[src/rtl/evq_pkg.sv]
package evq_pkg;

   localparam int WORD_W  = 16;
   localparam int SRC_W   = 3;
   localparam int PAY_W   = 6;
   localparam int NS_BIT  = 15;
   localparam int SRC_LSB = 11;

   typedef enum logic [SRC_W-1:0] {
      SRC_PRIM_M0  = 3'b000,
      SRC_PRIM_M1  = 3'b001,
      SRC_SWB_M0   = 3'b010,
      SRC_SWB_M1   = 3'b011,
      SRC_ALARM_M0 = 3'b100,
      SRC_ALARM_M1 = 3'b101,
      SRC_RSV_A    = 3'b110,
      SRC_RSV_B    = 3'b111
   } evq_src_e;

   typedef struct packed {
      logic [SRC_W-1:0] src;
      logic [PAY_W-1:0] pay;
   } evq_event_t;

   function automatic logic evq_is_reserved(input logic [SRC_W-1:0] src);
      return src[SRC_W-1:SRC_W-2] == 2'b11;
   endfunction

   function automatic logic [WORD_W-1:0] evq_pack(input evq_event_t ev);
      logic [WORD_W-1:0] w;
      w = '0;
      w[NS_BIT] = 1'b1;
      w[SRC_LSB +: SRC_W] = ev.src;
      w[PAY_W-1:0] = ev.pay;
      return w;
   endfunction

endpackage

[src/rtl/evq_hold.sv]
module evq_hold
   import evq_pkg::*;
(
   input  logic       clk,
   input  logic       rst_n,
   input  logic       in_valid,
   output logic       in_ready,
   input  evq_event_t in_ev,
   input  logic       pop,
   output logic       out_valid,
   output evq_event_t out_ev
);

   logic       full_q;
   evq_event_t data_q;

   assign in_ready  = !full_q;
   assign out_valid = full_q;
   assign out_ev    = data_q;

   always_ff @(posedge clk) begin
      if (!rst_n) begin
         full_q <= 1'b0;
         data_q <= '0;
      end else if (in_valid && !full_q) begin
         full_q <= 1'b1;
         data_q <= in_ev;
      end else if (pop) begin
         full_q <= 1'b0;
      end
   end

endmodule

[src/rtl/evq_ptr.sv]
module evq_ptr #(
   parameter int ADDR_W = 8
) (
   input  logic              clk,
   input  logic              rst_n,
   input  logic [ADDR_W-1:0] cfg_base,
   input  logic [ADDR_W:0]   cfg_size,
   input  logic              advance,
   output logic [ADDR_W-1:0] addr
);

   localparam int CNT_W = ADDR_W + 1;

   logic [ADDR_W-1:0] off_q;
   logic [CNT_W-1:0]  off_inc;
   logic              wrap;

   assign off_inc = {1'b0, off_q} + CNT_W'(1);
   assign wrap    = off_inc >= cfg_size;
   assign addr    = cfg_base + off_q;

   always_ff @(posedge clk) begin
      if (!rst_n)
         off_q <= '0;
      else if (advance)
         off_q <= wrap ? '0 : off_inc[ADDR_W-1:0];
   end

endmodule

[src/rtl/evq_seq.sv]
module evq_seq
   import evq_pkg::*;
#(
   parameter bit BACK_TO_BACK = 1'b1
) (
   input  logic              clk,
   input  logic              rst_n,
   input  logic              hold_valid,
   input  evq_event_t        hold_ev,
   output logic              pop,
   output logic              mem_rd,
   output logic              mem_wr,
   output logic [WORD_W-1:0] mem_wdata,
   input  logic              slot_busy,
   output logic              advance,
   output logic              ovf_set
);

   typedef enum logic [1:0] {ST_IDLE, ST_READ, ST_CHECK} st_e;

   st_e        st_q, st_nx;
   evq_event_t cur_q;
   logic       load;
   logic       chain_ok;

   generate
      if (BACK_TO_BACK) begin : g_chain
         assign chain_ok = hold_valid && !evq_is_reserved(hold_ev.src);
      end else begin : g_no_chain
         assign chain_ok = 1'b0;
      end
   endgenerate

   assign mem_wdata = evq_pack(cur_q);

   always_comb begin
      st_nx   = st_q;
      pop     = 1'b0;
      load    = 1'b0;
      mem_rd  = 1'b0;
      mem_wr  = 1'b0;
      advance = 1'b0;
      ovf_set = 1'b0;
      case (st_q)
         ST_IDLE: begin
            if (hold_valid) begin
               pop = 1'b1;
               if (!evq_is_reserved(hold_ev.src)) begin
                  load  = 1'b1;
                  st_nx = ST_READ;
               end
            end
         end
         ST_READ: begin
            mem_rd = 1'b1;
            st_nx  = ST_CHECK;
         end
         ST_CHECK: begin
            if (slot_busy) begin
               ovf_set = 1'b1;
            end else begin
               mem_wr  = 1'b1;
               advance = 1'b1;
            end
            st_nx = ST_IDLE;
            if (chain_ok) begin
               pop   = 1'b1;
               load  = 1'b1;
               st_nx = ST_READ;
            end
         end
         default: st_nx = ST_IDLE;
      endcase
   end

   always_ff @(posedge clk) begin
      if (!rst_n) begin
         st_q  <= ST_IDLE;
         cur_q <= '0;
      end else begin
         st_q <= st_nx;
         if (load)
            cur_q <= hold_ev;
      end
   end

endmodule

[src/rtl/evq_writer.sv]
module evq_writer
   import evq_pkg::*;
#(
   parameter int ADDR_W       = 8,
   parameter bit BACK_TO_BACK = 1'b1
) (
   input  logic              clk,
   input  logic              rst_n,
   input  logic [ADDR_W-1:0] cfg_base,
   input  logic [ADDR_W:0]   cfg_size,
   input  logic              ev_valid,
   output logic              ev_ready,
   input  logic [SRC_W-1:0]  ev_src,
   input  logic [PAY_W-1:0]  ev_payload,
   output logic              mem_rd,
   output logic              mem_wr,
   output logic [ADDR_W-1:0] mem_addr,
   output logic [WORD_W-1:0] mem_wdata,
   input  logic [WORD_W-1:0] mem_rdata,
   output logic              ovf_flag,
   input  logic              ovf_clr
);

   generate
      if (ADDR_W < 2 || ADDR_W > 24) begin : g_bad_addr_w
         $error("evq_writer: ADDR_W must lie in 2..24");
      end
   endgenerate

   evq_event_t in_ev, hold_ev;
   logic       hold_valid, pop, advance, ovf_set;
   logic       ovf_q;
   logic       unused_rdata;

   assign in_ev        = '{src: ev_src, pay: ev_payload};
   assign unused_rdata = ^mem_rdata[NS_BIT-1:0];
   assign ovf_flag     = ovf_q;

   evq_hold u_hold (
      .clk       (clk),
      .rst_n     (rst_n),
      .in_valid  (ev_valid),
      .in_ready  (ev_ready),
      .in_ev     (in_ev),
      .pop       (pop),
      .out_valid (hold_valid),
      .out_ev    (hold_ev)
   );

   evq_ptr #(.ADDR_W(ADDR_W)) u_ptr (
      .clk      (clk),
      .rst_n    (rst_n),
      .cfg_base (cfg_base),
      .cfg_size (cfg_size),
      .advance  (advance),
      .addr     (mem_addr)
   );

   evq_seq #(.BACK_TO_BACK(BACK_TO_BACK)) u_seq (
      .clk        (clk),
      .rst_n      (rst_n),
      .hold_valid (hold_valid),
      .hold_ev    (hold_ev),
      .pop        (pop),
      .mem_rd     (mem_rd),
      .mem_wr     (mem_wr),
      .mem_wdata  (mem_wdata),
      .slot_busy  (mem_rdata[NS_BIT]),
      .advance    (advance),
      .ovf_set    (ovf_set)
   );

   always_ff @(posedge clk) begin
      if (!rst_n)
         ovf_q <= 1'b0;
      else if (ovf_set)
         ovf_q <= 1'b1;
      else if (ovf_clr)
         ovf_q <= 1'b0;
   end

endmodule

[config.mk]
export PLATFORM = sky130hd
export DESIGN_NAME = evq_writer
export DESIGN_NICKNAME = d
export VERILOG_FILES = /design/src/rtl/evq_pkg.sv /design/src/rtl/evq_hold.sv /design/src/rtl/evq_ptr.sv /design/src/rtl/evq_seq.sv /design/src/rtl/evq_writer.sv
export SDC_FILE = /design/constraint.sdc
export NUM_CORES = 1
export LEC_CHECK = 0
export ABC_AREA = 1
export BUFFER_PORTS_ARGS = -buffer_cell sky130_fd_sc_hd__buf_2
export CORE_MARGIN = 2
export CORE_UTILIZATION = 30
export DETAILED_ROUTE_END_ITERATION = 8
export PLACE_DENSITY = 0.6
export SYNTH_ARGS = -nofsm -noshare
export SYNTH_HDL_FRONTEND = slang
export SYNTH_HIERARCHICAL = 1
export SYNTH_SLANG_ARGS = --single-unit
[constraint.sdc]
create_clock -name clk -period 3.55 [get_ports clk]
set_clock_uncertainty 0.15 [all_clocks]
set_input_delay 0.1775 -clock clk [delete_from_list [all_inputs] [get_ports clk]]
set_output_delay 0.1775 -clock clk [all_outputs]
set_load 0.005 [all_outputs]
# Word level (Yosys, flattened, before mapping)
# Index checks and enable logic that the tools add are counted.
[op_classes] n_mux=20 eq_ne=5 reduce_logical=8 order_cmp=1 addsub=2
[op_table] operator="1-bit two-way mux" n=14
[op_table] operator="8-bit by 1-bit adder with 9-bit output, second input constant" n=1
[op_table] operator="9-bit >= comparator" n=1
[op_table] operator="8-bit adder" n=1
[op_table] operator="8-bit two-way mux" n=1
[op_table] operator="2-bit case mux with 3 select lines" n=1
[op_table] operator="2-bit == test, second input constant" n=2
[op_table] operator="2-bit two-way mux" n=2
[op_table] operator="2-bit != test, second input constant" n=2
[op_table] operator="1-bit case mux with 2 select lines" n=2
[op_table] operator="2-bit nonzero test" n=2
[op_table] operator="2-bit by 1-bit == test with 1-bit output, second input constant" n=1
[op_table] operator="1-bit logical AND" n=2
[op_table] operator="1-bit zero test" n=2
[op_table] operator="2-bit zero test" n=1
[op_table] operator="2-bit AND reduction" n=1
[word_totals] out_inout_bits=28 input_bits=46 wordCells=44 regBits=30

# Logic depth before layout (Yosys ltp)
[logic_depth] depth_word=7 depth_mapped=15 ltp_nobuf=15

# Hierarchy
# Netlist, hierarchy kept.
[by_module_without_submodules] mod="evq_ptr" n_inst=1 seq_area_each_um2=160.2 area_per_inst_um2=1012.2 cells_each=151
[by_module_without_submodules] mod="evq_seq" n_inst=1 seq_area_each_um2=220.2 area_per_inst_um2=569.3 cells_each=83
[by_module_without_submodules] mod="evq_hold" n_inst=1 seq_area_each_um2=200.2 area_per_inst_um2=445.4 cells_each=65
[by_module_without_submodules] mod="evq_writer" n_inst=1 seq_area_each_um2=20.0 area_per_inst_um2=43.8 cells_each=6

# Least setup slack after synthesis
# Ideal clock, no wire load.
[synth_timing] kind="register to register" startpoint="register u_ptr.off_q[0]" endpoint="register u_ptr.off_q[3]" period_less_slack_ns=2.142 required_ns=3.334 arrival_ns=1.926 path_buffers=0 setup_slack_ns=1.408 stages_incl_launch_ff=15 setup_ns=0.066 cell_sequence="dfxtp_1 > ha_1 > nand2_1 > nor2_1 > nand3_1 > nand2_1 > inv_2 > ha_1 > nand2_1 > nand2_1 > a21oi_1 > nand2_2 > nor2_4 > nand4_1 > a21oi_2"
[synth_between] elab_chain_cells=3
[synth_rtl] item="start: declaration" line="evq_ptr.sv:14" text="logic [ADDR_W-1:0] off_q;"
[synth_rtl] item="start signal: assignment" line="evq_ptr.sv:26" text="off_q <= wrap ? '0 : off_inc[ADDR_W-1:0];"
[synth_rtl] item="8-bit by 1-bit adder with 9-bit output (*)" line="evq_ptr.sv:18" text="assign off_inc = {1'b0, off_q} + CNT_W'(1);"
[synth_rtl] item="9-bit >= comparator" line="evq_ptr.sv:19" text="assign wrap = off_inc >= cfg_size;"
[synth_rtl] item="8-bit two-way mux (*)" line="evq_ptr.sv:26"
# Mark *: on every way between the ends. The rest lies on a longest branch, timed or not.
# A chain may end at the register's enable or synchronous reset.

# Worst setup path in the final report
[layout_timing] startpoint="register u_ptr.off_q[0]" endpoint="register u_ptr.off_q[5]"
# The elaborated chain is that of the path after synthesis.

==> results.ini <==
[cts]
insertion_delay_ns=0.27
cts-root-buf=clkbuf_8
numClockSinks=30
cts_tree=built
clockBufferDepth=2
cts_setup_buffers=0
cts_resized=0
clk_pin_slew_ns=0.06
cts_made_buffers=5
hold_buffers=0
htreeDepth=2

[die]
rows=30
die_area_sq_um=7580
start_util_pct=30.8
die_h_um=87.1
core_sq_um=6720
io_pins=74
die_w_um=87.1

[pwr]
ir_worst_vdd_v=0.000188
p_leak_uw=0.00130
share_seq_of_total_power_pct=48.2
p_int_uw=569
clock_power_share_pct=35.6
power_density_nw_per_um2=320
comb_power_share_pct=16.3
switching_power_uw=200
report.power.total_uw=769
p_sw_share_pct=26.0

[timing]
finalMaxSlewViolations=0
fin_crit_sh_pct=71.3
timing.slew.headroom_pct=60.0
fmax_mhz=395
tightest_slew_ns=0.598
fin_crit_ns=2.53
finalHoldViolations=0
setup_violations=0
rsz0062_at_grt=no
whs_ns=0.0164
fin_tns_setup_ns=0

[logic_synthesis]
yosysTopAreaCell=dfxtp_1
synth_cell_types=27
synth_area_sq_um=2070
yosys_warnings=6
synthCells=305
syn_avg_cell_area_sq_um=6.79
synth_seq_cells=30
yosys.area.top_type_share_pct=29.0
yosys-top-cells-area=dfxtp_1 (29%), nand2_1 (11%), ha_1 (10%), inv_1 (9.8%), nor2_1 (6.7%)
synth-seq-area-share_pct=29.0

[worst_setup_path]
r2r_setup_slack_ns=1.02
reg2reg_depth=14
cp.buffers_inverters=1
slowest_stage=dfxtp_1
critPathKind=reg -> reg
start_kind=flop
cp_common_cell=nand2_1
critical_path.max_fanout=8
setup.worst_path.end_class=flop
crit_arrival_ns=2.58
startpoint=u_ptr/off_q[0]
r2r-end=u_ptr/off_q[5]
crit_chain=ha_1, nand2_1, nor2_1, nand3_1, nand2_1, inv_2, ha_1, nand2_1, nand2_1, a21oi_1, nand2_2, nor2_4, nand4_1, a21oi_1
cp.required_ns=3.60
critPathMaxStageDelay_ns=0.46
reg2reg_from=u_ptr/off_q[0]
crit_family=simple AND/OR/NAND/NOR gates

[outcome]
status=finished, final reports clean

[grt]
grt_max_degree=24
grt_usage_pct=11.2
overflow=0
grt_pass1_wl_um=6970
antenna_found_initial=0
grt_pass1_vias=1739

[placement]
post-dp-hpwl_um=3190
io_buffers=51
place_area_sq_um=2310
routabilityCongestion=0.755

[routing]
vias=1891
drtIter0Drc=50
wl_per_cell_um=9.17
drcViolationCount=0
dr.pass1.iters=4
via_per_inst=4.36
totalWireLength_um=3980
ant_nets=0

[final_layout]
area_growth_pct=16.0
fillers=755
fin_area_sq_um=2400
final_nets=417
antennaDiodeCount=0
drive_gt1_share_pct=20.6
fin_util_pct=35.8

[flow_run]
cap_violations=0

[worst_hold_path]
min_to=ovf_flag
hold-path-cell-count=4
hold_class=in -> reg
hp-start=ovf_clr

power groups by stage:
stage	Sequential (uW)	Combinational (uW)	Clock, uW
after floorplan	377	93.3	0
after global placement	378	125	0
after global routing	373	147	302
final	370	125	273
after detailed placement	378	127	0
after CTS	371	127	284
worst max path at each step:
stage / slack, ns / to / cells after the start
2_1_floorplan: 1.41 / u_ptr/off_q[3] / 14
3_3_place_gp: 1.09 / u_ptr/off_q[5] / 14
3_5_place_dp: 1.06 / u_ptr/off_q[5] / 14
4_1_cts: 1.03 / u_ptr/off_q[5] / 14
5_1_grt: 0.84 / u_ptr/off_q[5] / 14
6_report: 1.02 / u_ptr/off_q[5] / 14
state kept, by name, summed over array words and instances, names as in the netlist:
name	cells
u_hold/out_ev	9
u_seq/mem_wdata	9
u_ptr/off_q	8
u_seq/st_q	2
ovf_flag	1
u_hold/out_valid	1
cells by family after synthesis:
| group | after synthesis | share of synthesized area, % |
|---|---|---|
| and+or+nand+nor | 140 | 30.0 |
| buffers and inverters | 76 | 17.5 |
| DFF | 30 | 29.0 |
| AOI/OAI and AO/OA | 29 | 7.67 |
| adders and majority gates | 18 | 11.2 |
| xor gates and xnor gates | 10 | 4.23 |
| other | 2 | 0.363 |
cell type report:
class	count	area, sq um	area share, %
sequential	30	601	25.0
clock buffer	7	86.3	3.59
multi-input combinational	204	1130	46.9
clock inverter	1	5.00	0.208
inverter	61	229	9.53
tap	80	100	4.17
timing repair buffer	51	255	10.6
cell usage after synthesis:
library cell / instances
nand4_1: 10
xnor2_1: 4
nand2_2: 3
a21oi_1: 21
nor3_1: 2
fa_1: 1
buf_2: 1
inv_1: 54
o21ai_1: 1
nor2_4: 3
buf_4: 9
nor2_2: 1
buf_6: 3
a21oi_2: 3
clkbuf_8: 2
dfxtp_1: 30
clkinv_1: 2
nand3b_1: 1
o21ai_0: 3
conb_1: 2
nand3_1: 25
inv_2: 5
ha_1: 17
nor2_1: 37
a21boi_0: 1
nand2_1: 58
xor2_1: 6
placed cells by master (no fill, tap or decap), types with 2 or more instances in the layout:
| master | n |
|---|---|
| dfxtp_1 | 30 |
| inv_1 | 54 |
| inv_2 | 5 |
| nor3_1 | 2 |
| xnor2_1 | 4 |
| a21oi_2 | 3 |
| o21ai_0 | 3 |
| conb_1 | 7 |
| buf_2 | 51 |
| nand2_1 | 58 |
| xor2_1 | 6 |
| ha_1 | 17 |
| nand2_2 | 3 |
| nor2_4 | 3 |
| clkinv_1 | 2 |
| clkbuf_8 | 6 |
| nor2_1 | 37 |
| a21oi_1 | 21 |
| nand3_1 | 25 |
| nand4_1 | 10 |
per-layer routing:
layer | vias up | global-route usage (%) | share of wire [%]
met4 | 0 | 3.27 | 1.3
met1 | 810 | 12.6 | 47
met3 | 7 | 3.13 | 5.1
met5 | - | 0 | 0
met2 | 46 | 20.6 | 47
li1 | 1028 | - | -
tightest hold or removal path, cell delays in order:
cell     delay (ns)
buf_2          0.07
inv_1          0.03
nand2_1        0.07
a21oi_2        0.05
stage by stage:
| stage | instances | setup slack [ns] |
|---|---|---|
| 2_1_floorplan | 310 | 1.41 |
| 3_3_place_gp | 426 | 1.09 |
| 3_5_place_dp | 426 | 1.06 |
| 4_1_cts | 434 | 1.03 |
| 5_1_grt | 434 | 0.836 |
| 6_report | 434 | 1.02 |
No activity file was read; power rests on OpenSTA's default activity.
